`src/rtl/dbg_halt_pkg.sv`:
```
package dbg_halt_pkg;
  typedef enum logic [1:0] {ST_RUN, ST_HALT, ST_STEP} dbg_state_e;
  typedef enum logic [1:0] {SRC_NONE, SRC_TAG, SRC_BRK, SRC_REQ} dbg_src_e;
  localparam int unsigned REQ_CTL = 0;
  localparam int unsigned REQ_FRC = 1;
  localparam int unsigned NUM_REQ = 2;
  localparam int unsigned SEL_FIRST_PROT = 1;
  localparam int unsigned SEL_PC = 9;
endpackage

```
`src/rtl/dbg_req_latch.sv`:
```
module dbg_req_latch #(
  parameter int unsigned NREQ = 2
) (
  input  logic            clk_i,
  input  logic            rst_ni,
  input  logic [NREQ-1:0] set_i,
  input  logic            clr_i,
  output logic [NREQ-1:0] pend_o
);
  logic [NREQ-1:0] pend_q;

  // clear beats a same-cycle set
  always_ff @(posedge clk_i or negedge rst_ni) begin
    if (!rst_ni) pend_q <= '0;
    else begin
      for (int i = 0; i < NREQ; i++) begin
        if (clr_i)         pend_q[i] <= 1'b0;
        else if (set_i[i]) pend_q[i] <= 1'b1;
      end
    end
  end

  assign pend_o = pend_q;

  AST_CLR_EMPTIES: assert property (@(posedge clk_i) disable iff (!rst_ni)
    clr_i |=> (pend_o == '0));
endmodule

```
`src/rtl/dbg_entry_arb.sv`:
```
module dbg_entry_arb
  import dbg_halt_pkg::*;
(
  input  logic     arm_i,
  input  logic     tag_i,
  input  logic     brk_i,
  input  logic     pend_i,
  output logic     take_o,
  output dbg_src_e src_o
);
  always_comb begin
    src_o = SRC_NONE;
    if (arm_i) begin
      if (tag_i)       src_o = SRC_TAG;
      else if (brk_i)  src_o = SRC_BRK;
      else if (pend_i) src_o = SRC_REQ;
    end
    take_o = (src_o != SRC_NONE);
  end
endmodule

```
`src/rtl/dbg_sec_gate.sv`:
```
module dbg_sec_gate
  import dbg_halt_pkg::*;
#(
  parameter int unsigned DW   = 16,
  parameter int unsigned SELW = 4
) (
  input  logic            secure_i,
  input  logic [SELW-1:0] rf_sel_i,
  input  logic            rf_we_i,
  input  logic [DW-1:0]   rf_rdata_i,
  output logic            rf_we_o,
  output logic [DW-1:0]   rf_rdata_o
);
  localparam logic [SELW-1:0] SelLo = SELW'(SEL_FIRST_PROT);
  localparam logic [SELW-1:0] SelHi = SELW'(SEL_PC);

  logic prot_sel, blocked;

  assign prot_sel   = (rf_sel_i >= SelLo) && (rf_sel_i <= SelHi);
  assign blocked    = secure_i && prot_sel;
  assign rf_we_o    = rf_we_i && !blocked;
  assign rf_rdata_o = blocked ? '0 : rf_rdata_i;
endmodule

```
`src/rtl/dbg_halt_ctrl.sv`:
```
module dbg_halt_ctrl
  import dbg_halt_pkg::*;
#(
  parameter int unsigned AW   = 16,
  parameter int unsigned DW   = 16,
  parameter int unsigned CW   = 7,
  parameter int unsigned SELW = 4
) (
  input  logic            clk_i,
  input  logic            rst_ni,
  input  logic            boundary_i,
  input  logic [AW-1:0]   next_pc_i,
  input  logic            brk_op_i,
  input  logic            tag_i,
  input  logic            force_brk_i,
  input  logic            ctl_we_i,
  input  logic            ctl_dbg_i,
  input  logic            ctl_dbg_mask_i,
  input  logic [CW-1:0]   chan_id_i,
  input  logic            secure_i,
  input  logic            step_req_i,
  input  logic [SELW-1:0] rf_sel_i,
  input  logic            rf_we_i,
  input  logic [DW-1:0]   rf_wdata_i,
  input  logic [DW-1:0]   rf_rdata_i,
  output logic            halt_o,
  output logic            dbg_stat_o,
  output logic [AW-1:0]   resume_pc_o,
  output logic            resume_o,
  output logic            idle_o,
  output logic            swbrk_o,
  output logic            rf_we_o,
  output logic [DW-1:0]   rf_rdata_o
);
  localparam logic [SELW-1:0] PcSel = SELW'(SEL_PC);

  dbg_state_e      state_q;
  dbg_src_e        src;
  logic [AW-1:0]   pc_q;
  logic            resume_q, idle_q, swbrk_q;
  logic            running, ctl_set, ctl_clr, take, step_end, pc_wr;
  logic [NUM_REQ-1:0] req_set, pend;

  assign running  = (state_q == ST_RUN);
  assign ctl_set  = ctl_we_i && ctl_dbg_mask_i && ctl_dbg_i;
  assign ctl_clr  = ctl_we_i && ctl_dbg_mask_i && !ctl_dbg_i;
  assign step_end = boundary_i && (state_q == ST_STEP);

  always_comb begin
    req_set          = '0;
    req_set[REQ_CTL] = ctl_set && running;
    req_set[REQ_FRC] = force_brk_i && running;
  end

  dbg_req_latch #(.NREQ(NUM_REQ)) u_req (
    .clk_i (clk_i),
    .rst_ni(rst_ni),
    .set_i (req_set),
    .clr_i (take || ctl_clr),
    .pend_o(pend)
  );

  dbg_entry_arb u_arb (
    .arm_i (boundary_i && running),
    .tag_i (tag_i),
    .brk_i (brk_op_i),
    .pend_i(|pend),
    .take_o(take),
    .src_o (src)
  );

  dbg_sec_gate #(.DW(DW), .SELW(SELW)) u_gate (
    .secure_i  (secure_i),
    .rf_sel_i  (rf_sel_i),
    .rf_we_i   (rf_we_i),
    .rf_rdata_i(rf_rdata_i),
    .rf_we_o   (rf_we_o),
    .rf_rdata_o(rf_rdata_o)
  );

  assign pc_wr = rf_we_o && (rf_sel_i == PcSel) && (state_q == ST_HALT);

  always_ff @(posedge clk_i or negedge rst_ni) begin
    if (!rst_ni) begin
      state_q  <= ST_RUN;
      pc_q     <= '0;
      resume_q <= 1'b0;
      idle_q   <= 1'b0;
      swbrk_q  <= 1'b0;
    end else begin
      resume_q <= 1'b0;
      idle_q   <= 1'b0;
      swbrk_q  <= 1'b0;
      unique case (state_q)
        ST_RUN: if (take) begin
          state_q <= ST_HALT;
          pc_q    <= next_pc_i;
          swbrk_q <= (src == SRC_BRK);
        end
        ST_HALT: begin
          if (pc_wr) pc_q <= rf_wdata_i[AW-1:0];
          if (ctl_clr) begin
            state_q  <= ST_RUN;
            resume_q <= (chan_id_i != '0);
            idle_q   <= (chan_id_i == '0);
          end else if (step_req_i && !secure_i) begin
            state_q  <= ST_STEP;
            resume_q <= 1'b1;
          end
        end
        ST_STEP: begin
          if (ctl_clr) state_q <= ST_RUN;
          else if (step_end) begin
            state_q <= ST_HALT;
            pc_q    <= next_pc_i;
          end
        end
        default: state_q <= ST_RUN;
      endcase
    end
  end

  assign halt_o      = (state_q == ST_HALT) || take || step_end;
  assign dbg_stat_o  = !running;
  assign resume_pc_o = pc_q;
  assign resume_o    = resume_q;
  assign idle_o      = idle_q;
  assign swbrk_o     = swbrk_q;

  AST_ENTRY_AT_BOUNDARY: assert property (@(posedge clk_i) disable iff (!rst_ni)
    $rose(dbg_stat_o) |-> $past(boundary_i));
  AST_SWBRK_ON_ENTRY: assert property (@(posedge clk_i) disable iff (!rst_ni)
    swbrk_o |-> $rose(dbg_stat_o));
  AST_SWBRK_SINGLE: assert property (@(posedge clk_i) disable iff (!rst_ni)
    swbrk_o |=> !swbrk_o);
  AST_TAG_NO_SWBRK: assert property (@(posedge clk_i) disable iff (!rst_ni)
    (boundary_i && tag_i && running) |=> !swbrk_o);
  AST_IDLE_LEAVES: assert property (@(posedge clk_i) disable iff (!rst_ni)
    idle_o |-> (!dbg_stat_o && !resume_o));
  AST_SEC_PC_FROZEN: assert property (@(posedge clk_i) disable iff (!rst_ni)
    ((state_q == ST_HALT) && secure_i && rf_we_i && (rf_sel_i == PcSel)) |=> $stable(resume_pc_o));
  AST_SEC_NO_STEP: assert property (@(posedge clk_i) disable iff (!rst_ni)
    ((state_q == ST_HALT) && secure_i && step_req_i && !ctl_clr) |=> (halt_o && !resume_o));
  AST_STEP_REHALT: assert property (@(posedge clk_i) disable iff (!rst_ni)
    (step_end && !ctl_clr) |=> (dbg_stat_o && resume_pc_o == $past(next_pc_i)));
endmodule

```
`config.mk`:
```
export PLATFORM = sky130hd
export DESIGN_NAME = dbg_halt_ctrl
export DESIGN_NICKNAME = d
export VERILOG_FILES = /design/src/rtl/dbg_halt_pkg.sv /design/src/rtl/dbg_req_latch.sv /design/src/rtl/dbg_entry_arb.sv /design/src/rtl/dbg_sec_gate.sv /design/src/rtl/dbg_halt_ctrl.sv
export SDC_FILE = /design/constraint.sdc
export NUM_CORES = 1
export LEC_CHECK = 0
export ABC_AREA = 0
export BUFFER_PORTS_ARGS = -buffer_cell sky130_fd_sc_hd__buf_2
export CAP_MARGIN = 20
export CORE_ASPECT_RATIO = 0.5
export CORE_MARGIN = 4
export CORE_UTILIZATION = 38
export CTS_CLUSTER_DIAMETER = 60
export DETAILED_ROUTE_END_ITERATION = 8
export PLACE_DENSITY = 0.87
export SYNTH_ARGS = -nofsm -noshare
export SYNTH_HDL_FRONTEND = slang
export SYNTH_HIERARCHICAL = 1
export SYNTH_SLANG_ARGS = --single-unit
```
`constraint.sdc`:
```
create_clock -name clk_i -period 1.7 [get_ports clk_i]
set_input_delay 0.085 -clock clk_i [delete_from_list [all_inputs] [get_ports clk_i]]
set_output_delay 0.085 -clock clk_i [all_outputs]
set_load 0.1 [all_outputs]
```
==> results of run 1 <==
-- cell type report --
type,instances,area share (%)
Tap cell,54,2.263
Inverter,19,2.389
Sequential cell,23,19.28
Timing Repair Buffer,139,36.38
Clock buffer,3,1.383
Clock inverter,1,0.1676
Multi-Input combinational cell,126,38.14
-- registers in the layout (all words and copies together) (netlist names) --
name          count
resume_pc_o      16
state_q           2
u_req/pend_o      2
idle_o            1
resume_o          1
swbrk_o           1
-- per-layer routing --
metal  routed length, um  share of wire [%]  GRT usage (%)
met1                2520                 34          24.58
met2                3540                 48          42.53
met3                 840                 11          6.489
met4                 435                5.9          15.23
met5                   0                  0              0
-- metrics by stage --
stage,setup slack [ns],instances,area [um2],power [W]
floorplan,-0.7809,183,1785,0.004053
global placement,-0.1718,351,2723,0.004927
detailed placement,-0.3183,351,2723,0.005056
CTS,-0.05246,362,2902,0.005730
global route,-0.2707,365,2985,0.006337
finish,-0.2364,365,2985,0.006143
-- cell usage after synthesis --
| library cell | n |
|---|---|
| nand2_1 | 35 |
| buf_6 | 4 |
| clkbuf_1 | 1 |
| and4bb_2 | 1 |
| a41oi_1 | 5 |
| nor4_1 | 1 |
| buf_2 | 10 |
| nor2_1 | 10 |
| a211oi_1 | 7 |
| o32ai_1 | 1 |
| a21oi_1 | 18 |
| dfrtp_1 | 23 |
| inv_1 | 19 |
| a41oi_2 | 11 |
| nor3b_1 | 1 |
| o31a_1 | 1 |
| nand4b_1 | 1 |
| a211oi_2 | 10 |
| nand2_2 | 1 |
| nor3_1 | 2 |
| o21ba_1 | 2 |
| o32ai_4 | 1 |
| nand3_1 | 2 |
| o21ai_1 | 1 |
| and3b_1 | 1 |
| or2_2 | 2 |
| buf_4 | 1 |
| nor2b_1 | 3 |
| or3_4 | 1 |
| o21ai_0 | 1 |
| and2_1 | 2 |
| mux2i_1 | 1 |
| buf_12 | 1 |
| o21a_1 | 1 |
| and2b_1 | 1 |
-- cells in the final DEF (no fill, tap or decap), types with 2 or more instances in the layout --
master	Yosys	layout
nor2_1	10	7
o32ai_4	1	3
clkbuf_8	0	3
nor3_1	2	2
a211oi_4	0	11
buf_4	1	24
a21oi_2	0	8
a41oi_2	11	12
a41oi_1	5	4
o21ai_2	0	2
and2_1	2	2
buf_12	1	20
a211oi_2	10	6
buf_2	10	90
nand3_1	2	2
dfrtp_1	23	23
a21oi_1	18	9
inv_1	19	19
nand2_1	35	35
nor2b_1	3	2
nor2_4	0	2
o21ba_1	2	2
buf_6	4	4
or2_4	0	2
-- how the worst max path moves through the flow --
| stage | start | to | slack (ns) | depth (start not counted) |
|---|---|---|---|---|
| global route | state_q[1] | resume_pc_o[14] | -0.27 | 7 |
| CTS | u_req/pend_o[0] | halt_o | -0.05 | 6 |
| floorplan | rf_sel_i[2] | resume_pc_o[11] | -0.78 | 8 |
| detailed placement | state_q[1] | resume_pc_o[4] | -0.32 | 7 |
| global placement | state_q[1] | resume_pc_o[13] | -0.17 | 7 |
| finish | state_q[1] | resume_pc_o[7] | -0.24 | 7 |
-- worst register-to-register path: cells and delay by family (launching register included) --
family / cells / cell delay [ns]
buffers and inverters: 1 / 0.22
and+or+nand+nor: 3 / 0.43
DFF: 1 / 0.45
AOI/OAI and AO/OA: 3 / 0.71
-- cells by family after synthesis --
logic type,Yosys count
buffers and inverters,36
AOI/OAI and AO/OA,59
DFF,23
muxes,1
and+or+nand+nor,64
-- timing repair --
item,in CTS,in global routing
hold buffers,1,0
gates cloned,2,0
buffers inserted,4,3
pin swaps,6,5
endpoints found under the setup margin,19,19
resized for setup,11,13
endpoints found under the hold margin,23,0
-- power groups by stage --
stage	clock, W	combinational, W	sequential, W
floorplan	0	0.00171	0.00234
global placement	0	0.00401	0.000918
detailed placement	0	0.00413	0.000923
CTS	0.000353	0.00445	0.000930
global route	0.000403	0.00495	0.000979
finish	0.000378	0.00479	0.000975
==> impl_metrics.json, run 1 <==
{
  "syn_inst": 183,
  "synth_area_per_cell_um2": 9.059,
  "r2r_end": "resume_pc_o[7]",
  "nNetsFinal": 383,
  "period_share_pct": 113.9,
  "final_util_pct": 73.82,
  "crit_required_ns": 1.85,
  "synth_compound_area_share_pct": 34.57,
  "wirelength_mm": 7.337,
  "sw_frac_of_total_pct": 61.27,
  "yosys.area_share.simple_pct": 18.19,
  "ys_seq_area_share_pct": 34.72,
  "multiInputGateArea_mm2": 0.001139,
  "grt_max_degree": 33,
  "relSlewSlack_pct": 62.96,
  "violations": "setup timing",
  "synth_cell_types": 35,
  "grt_pass1_vias": 2076,
  "drive_above_1_share_pct": 62.38,
  "slowest_stage": "dfrtp_1",
  "rrSetupSlack_ns": -0.24,
  "routabilityCongestion": 0.8863,
  "p_clk_share_pct": 6.1,
  "hold_path_class": "primary input to register",
  "fillerInstances": 235,
  "layout_min_cycle_time_ns": 1.936,
  "leakage_nw": 1.374,
  "detail_route.first_pass.iterations": 4,
  "worstPathCellList": "nor2_2, and2_1, o31a_1, nor2_4, o32ai_4, buf_4, a41oi_2",
  "fp.coreArea_mm2": 0.004044,
  "synth_top_family_by_area": "compound AO/OA/AOI/OAI gates",
  "synth_xor_area_share_pct": 0,
  "ff_latch_area_um2": 575.6,
  "startpoint_type": "register",
  "drtAntennaViolNets": 0,
  "place_hpwl_mm": 4.451,
  "clkLatencyLatePin_ns": 0.28,
  "cp_max_fo": 8,
  "hold_depth": 4,
  "die_x_um": 101.4,
  "ir_drop_uv": 1127,
  "p_per_area_mw_per_mm2": 2058,
  "vias": 2126,
  "syn-cell-area_mm2": 0.001658,
  "num_rows": 16,
  "yosys.area.top_type": "dfrtp_1",
  "wire_per_inst_um": 20.10,
  "crit_path_end_kind": "register",
  "drt_iter0_drc": 221,
  "synth_seq_cells": 23,
  "antenna_cells": 0,
  "final-setup-viol-count": 17,
  "synth.area.top_cells": "dfrtp_1 35%, a41oi_2 11%, nand2_1 7.9%",
  "grt-ovfl-total": 0,
  "fin_ws_ns": -0.2364,
  "yosys.area_share.adder_pct": 0,
  "worstMarginPinSlew_ns": 0.5555,
  "io_pins": 109,
  "antenna_found_initial": 0,
  "path_clk_slew_ns": 0.10,
  "cp_data_arrival_time_ns": 2.09,
  "internal-power_w": 0.002379,
  "hp-start": "chan_id_i[5]",
  "final-max-slew-violation-count": 0,
  "finalHoldViolCount": 0,
  "synth.area.mux_share_pct": 0.6038,
  "pwr-share-comb_pct": 78.0,
  "finClkSkew_ns": 0.008029,
  "htree_levels": 1,
  "slowest_delay_ns": 0.45,
  "yosysWarnings": 6,
  "tns_ns": -3.249,
  "grtUsageTotal_pct": 23.34,
  "drcViolationCount": 0,
  "synth_largest_type_area_fraction_pct": 34.72,
  "synth_nets": 254,
  "initial_core_util_pct": 41.00,
  "reg2regPathDepth": 7,
  "outcome": "finished, violations left",
  "cts_inserted_buffers": 3,
  "p_sw_w": 0.003764,
  "clock-sinks": 23,
  "die_height_um": 54.71,
  "hold_end": "idle_o",
  "crit_buf_inv": 1,
  "fmax_ghz": 0.5164,
  "critical_path.top_delay_family": "compound AO/OA/AOI/OAI gates",
  "rsz0062_at_grt": "yes",
  "cts_tree": "yes",
  "die_area_mm2": 0.005548,
  "whs_ns": 0.06598,
  "reg2reg_from": "state_q[1]",
  "root_buffer": "clkbuf_8",
  "area_delta_synth_final_pct": 80.08,
  "drv_cap": 0,
  "seq_power_share_pct": 15.9,
  "grt_pass1_wl_mm": 9.991,
  "clockBufferDepth": 2,
  "crit_type": "register to register",
  "viasPerCell": 5.825,
  "portBuffers": 108
}
(Power assumes the default switching activity.)
==> run 2: changes to the inputs <==
Settings changed: CORE_ASPECT_RATIO 0.5 to unset, SKIP_CTS_REPAIR_TIMING set to 1.
==> impl_metrics.json, run 2 (synthesis results as in run 1) <==
{
  "violations": "setup timing",
  "finClkSkew_ns": 0.006127,
  "fp.coreArea_mm2": 0.004115,
  "die_x_um": 74.05,
  "rrSetupSlack_ns": -0.06,
  "final_area_mm2": 0.002925,
  "path_clk_slew_ns": 0.08,
  "wirelength_mm": 5.632,
  "relSlewSlack_pct": 65.07,
  "vias": 1857,
  "portBuffers": 108,
  "htree_levels": 1,
  "fin_ws_ns": -0.06386,
  "layout_commonest_cell": "buf_2",
  "clkLatencyLatePin_ns": 0.26,
  "num_rows": 23,
  "grt_pass1_vias": 1705,
  "p_per_area_mw_per_mm2": 2021,
  "p_total_w": 0.005913,
  "wire_per_inst_um": 16.28,
  "layout_min_cycle_time_ns": 1.764,
  "initial_core_util_pct": 40.29,
  "grtUsageTotal_pct": 17.15,
  "area_delta_synth_final_pct": 76.45,
  "crit_path_end_kind": "register",
  "leakage_nw": 1.324,
  "period_share_pct": 103.8,
  "routabilityCongestion": 0.7389,
  "outcome": "finished, violations left",
  "crit_type": "register to register",
  "crit_required_ns": 1.83,
  "cp_data_arrival_time_ns": 1.89,
  "placed_area_mm2": 0.002663,
  "nNetsFinal": 368,
  "drive_above_1_share_pct": 62.84,
  "antenna_found_initial": 0,
  "cp_max_fo": 8,
  "place_hpwl_mm": 3.882,
  "drtAntennaViolNets": 0,
  "finalHoldViolCount": 0,
  "hold_path_class": "primary input to register",
  "ir_drop_uv": 1725,
  "final_util_pct": 71.09,
  "rsz0062_at_grt": "yes",
  "clockBufferDepth": 2,
  "grt-ovfl-total": 0,
  "final_cell_mix": "90 x buf_2, 35 x nand2_1, 23 x dfrtp_1",
  "fmax_ghz": 0.5669,
  "die_area_mm2": 0.005483,
  "final-setup-viol-count": 17,
  "die_height_um": 74.05,
  "startpoint_type": "register",
  "worstMarginPinSlew_ns": 0.5240,
  "cts_tree": "yes",
  "grt_max_degree": 33,
  "viasPerCell": 5.367,
  "drcViolationCount": 0,
  "clock-sinks": 23,
  "detail_route.first_pass.iterations": 4,
  "cts_inserted_buffers": 3,
  "grt_pass1_wl_mm": 7.590,
  "root_buffer": "clkbuf_8",
  "io_pins": 109,
  "antenna_cells": 0,
  "final-max-slew-violation-count": 0,
  "drv_cap": 0,
  "largest_register_ffs": 16,
  "drt_iter0_drc": 77
}
run 2: cell types whose count changed in the layout (fill, tap and decap cells not counted), sizes merged:
cell    delta
o32ai      -2
buf       -15
clkbuf     +2
run 2: metal layers:
metal	global-route usage, %	vias to the layer above	wire (um)
met5	0	-	0
met4	2.414	0	148
met3	2.162	12	428
met2	33.56	96	3119
met1	20.17	884	1935
li1	-	865	-
run 2: critical path, stage by stage, from the launching register on:
cell	delay, ns
dfrtp_1	0.39
or2_4	0.25
o31a_1	0.28
nor2_2	0.17
o32ai_4	0.14
clkbuf_16	0.22
a21oi_4	0.14
a41oi_2	0.04
run 2: stage by stage:
stage / cells / setup WS (ns) / setup TNS (ns) / hold slack, ns
floorplan: 183 / -0.7809 / -14.28 / -0.2106
global placement: 338 / -0.07453 / -1.086 / 0.08551
detailed placement: 338 / -0.1479 / -1.931 / 0.08405
CTS: 342 / -0.1771 / -2.477 / -0.2055
global route: 346 / -0.1364 / -1.728 / 0.08956
finish: 346 / -0.06386 / -0.6362 / 0.07937
run 2: report_power, final:
part	switching [W]	internal [W]	total [W]
Combinational	0.00322	0.00135	0.00457
Sequential	0.000206	0.000791	0.000997
Clock	0.000183	0.000164	0.000346
run 2: layout make-up:
class | instances | area (um2)
clock buffer | 3 | 41.29
clock inverter | 1 | 5.005
fill | 284 | 1190
inverter | 19 | 71.32
multi-input combinational | 124 | 1157
sequential | 23 | 575.6
tap | 50 | 62.56
timing repair buffer | 126 | 1012
run 2: final timing paths:
kind / startpoint / cells past startpoint / endpoint
hold / removal: chan_id_i[6] / 4 / idle_o
setup / recovery: u_req/pend_o[1] / 7 / resume_pc_o[12]
setup reg to reg: u_req/pend_o[1] / 7 / resume_pc_o[12]
hold reg to reg: u_req/pend_o[1] / 1 / u_req/pend_o[1]
min in group asynchronous: rst_ni / 2 / resume_pc_o[10]
max in group asynchronous: rst_ni / 2 / resume_pc_o[0]
==> run 3: changes to the inputs <==
Settings changed: CORE_MARGIN 4 to unset.
Clock period 1.7 ns to 1.6 ns, I/O delays scaled along.
==> impl_metrics.json, run 3 (synthesis results as in run 1) <==
{
  "hold_path_class": "primary input to register",
  "antenna_found_initial": 0,
  "cts_tree": "yes",
  "cp_max_fo": 4,
  "finClkSkew_ns": 0.008088,
  "reg2regPathDepth": 7,
  "largest_register_ffs": 16,
  "fin_ws_ns": -0.1776,
  "grt_pass1_vias": 1762,
  "tns_ns": -2.576,
  "worstMarginPinSlew_ns": 0.5357,
  "io_pins": 109,
  "cp_data_arrival_time_ns": 1.70,
  "final-setup-viol-count": 19,
  "wirelength_mm": 5.741,
  "worstPathCellList": "or2_4, o31a_1, buf_4, nor2_4, o21ai_2, buf_12",
  "final-max-slew-violation-count": 0,
  "layout_commonest_cell": "buf_2",
  "initial_core_util_pct": 40.57,
  "drive_above_1_share_pct": 64.90,
  "crit_end": "halt_o",
  "reg2reg_from": "u_req/pend_o[0]",
  "drtAntennaViolNets": 0,
  "slowest_stage": "dfrtp_1",
  "drt_iter0_drc": 110,
  "vias": 1898,
  "detail_route.first_pass.iterations": 4,
  "leakage_nw": 1.355,
  "relSlewSlack_pct": 64.29,
  "crit_start": "u_req/pend_o[0]",
  "clockBufferDepth": 2,
  "antenna_cells": 0,
  "cts_inserted_buffers": 3,
  "portBuffers": 108,
  "finalHoldViolCount": 0,
  "grtUsageTotal_pct": 21.68,
  "layout_min_cycle_time_ns": 1.778,
  "clock-sinks": 23,
  "grt_max_degree": 33,
  "rsz0062_at_grt": "yes",
  "htree_levels": 1,
  "crit_type": "register to output port",
  "clkLatencyLatePin_ns": 0.27,
  "die_area_mm2": 0.004631,
  "fillerInstances": 278,
  "period_share_pct": 111.1,
  "fp.coreArea_mm2": 0.004086,
  "violations": "setup timing",
  "dpl_worst_slack_ns": -0.2822,
  "multiInputGateArea_mm2": 0.001180,
  "crit_buf_inv": 2,
  "ff_latch_area_um2": 575.6,
  "nNetsFinal": 374,
  "p_per_area_mw_per_mm2": 2157,
  "num_rows": 23,
  "final_cell_mix": "90 x buf_2, 35 x nand2_1, 23 x dfrtp_1",
  "p_total_w": 0.006457,
  "r2r_end": "resume_pc_o[1]",
  "fmax_ghz": 0.5626,
  "path_clk_slew_ns": 0.08,
  "slowest_delay_ns": 0.38,
  "crit_path_end_kind": "output port",
  "die_height_um": 68.05,
  "ir_drop_uv": 1520,
  "root_buffer": "clkbuf_8",
  "die_x_um": 68.05,
  "grt_pass1_wl_mm": 7.583,
  "drcViolationCount": 0,
  "routabilityCongestion": 0.8089,
  "startpoint_type": "register",
  "drv_cap": 0,
  "critical_path.top_delay_family": "flip-flops",
  "area_delta_synth_final_pct": 80.53,
  "viasPerCell": 5.392,
  "outcome": "finished, violations left",
  "crit_required_ns": 1.52,
  "place_hpwl_mm": 3.852,
  "wire_per_inst_um": 16.31,
  "rrSetupSlack_ns": -0.18,
  "grt-ovfl-total": 0,
  "cp.depth": 6
}
run 3: changes by cell type in the layout (fill, tap and decap cells not counted), sizes merged:
cell and delta:
buf +6
run 3: worst min path at each step:
stage / start / to / slack (ns) / cells past startpoint
2_1_floorplan: rst_ni / idle_o / -0.22 / 0
4_1_cts: rst_ni / resume_pc_o[10] / -0.21 / 1
3_5_place_dp: rst_ni / resume_pc_o[10] / 0.09 / 1
3_3_place_gp: rst_ni / resume_pc_o[10] / 0.08 / 1
5_1_grt: chan_id_i[6] / idle_o / 0.08 / 4
6_report: chan_id_i[6] / idle_o / 0.07 / 4
run 3: final cells by class:
cell class              instances  area share [%]
clock buffers                   3           1.380
repair buffers                132           35.33
multi-input cells             124           39.42
inverters                      19           2.383
clock inverters                 1          0.1672
flip-flops and latches         23           19.23
well taps                      50           2.090
run 3: stage by stage:
step | instance area, um2 | util (%) | cells | hold WS (ns)
after floorplan | 1785 | - | 183 | -0.2156
after global placement | 2685 | 65.71 | 341 | 0.07700
after detailed placement | 2685 | 65.71 | 341 | 0.09133
after CTS | 2731 | 66.84 | 345 | -0.2108
after global routing | 2993 | 73.24 | 352 | 0.08381
final | 2993 | 73.24 | 352 | 0.06659
run 3: power breakdown:
group	switching, W	internal [W]	total, W
combinational	0.00350	0.00151	0.00502
sequential	0.000223	0.000840	0.00106
clock	0.000202	0.000175	0.000377
total	0.00393	0.00253	0.00646
run 3: layer usage:
layer | track usage (%) | part of all wire [%] | vias to the layer above
met5 | 0 | 0 | -
met4 | 10.16 | 3.1 | 0
met3 | 3.167 | 6.7 | 17
met2 | 40.44 | 55 | 95
met1 | 23.69 | 35 | 911
li1 | - | - | 875
run 3: worst reg2reg max path: stages (launching register included):
cell	delay [ns]
dfrtp_1	0.38
or2_4	0.25
o31a_1	0.27
nor2_2	0.17
o32ai_4	0.16
clkbuf_16	0.22
a21oi_2	0.13
a41oi_1	0.05
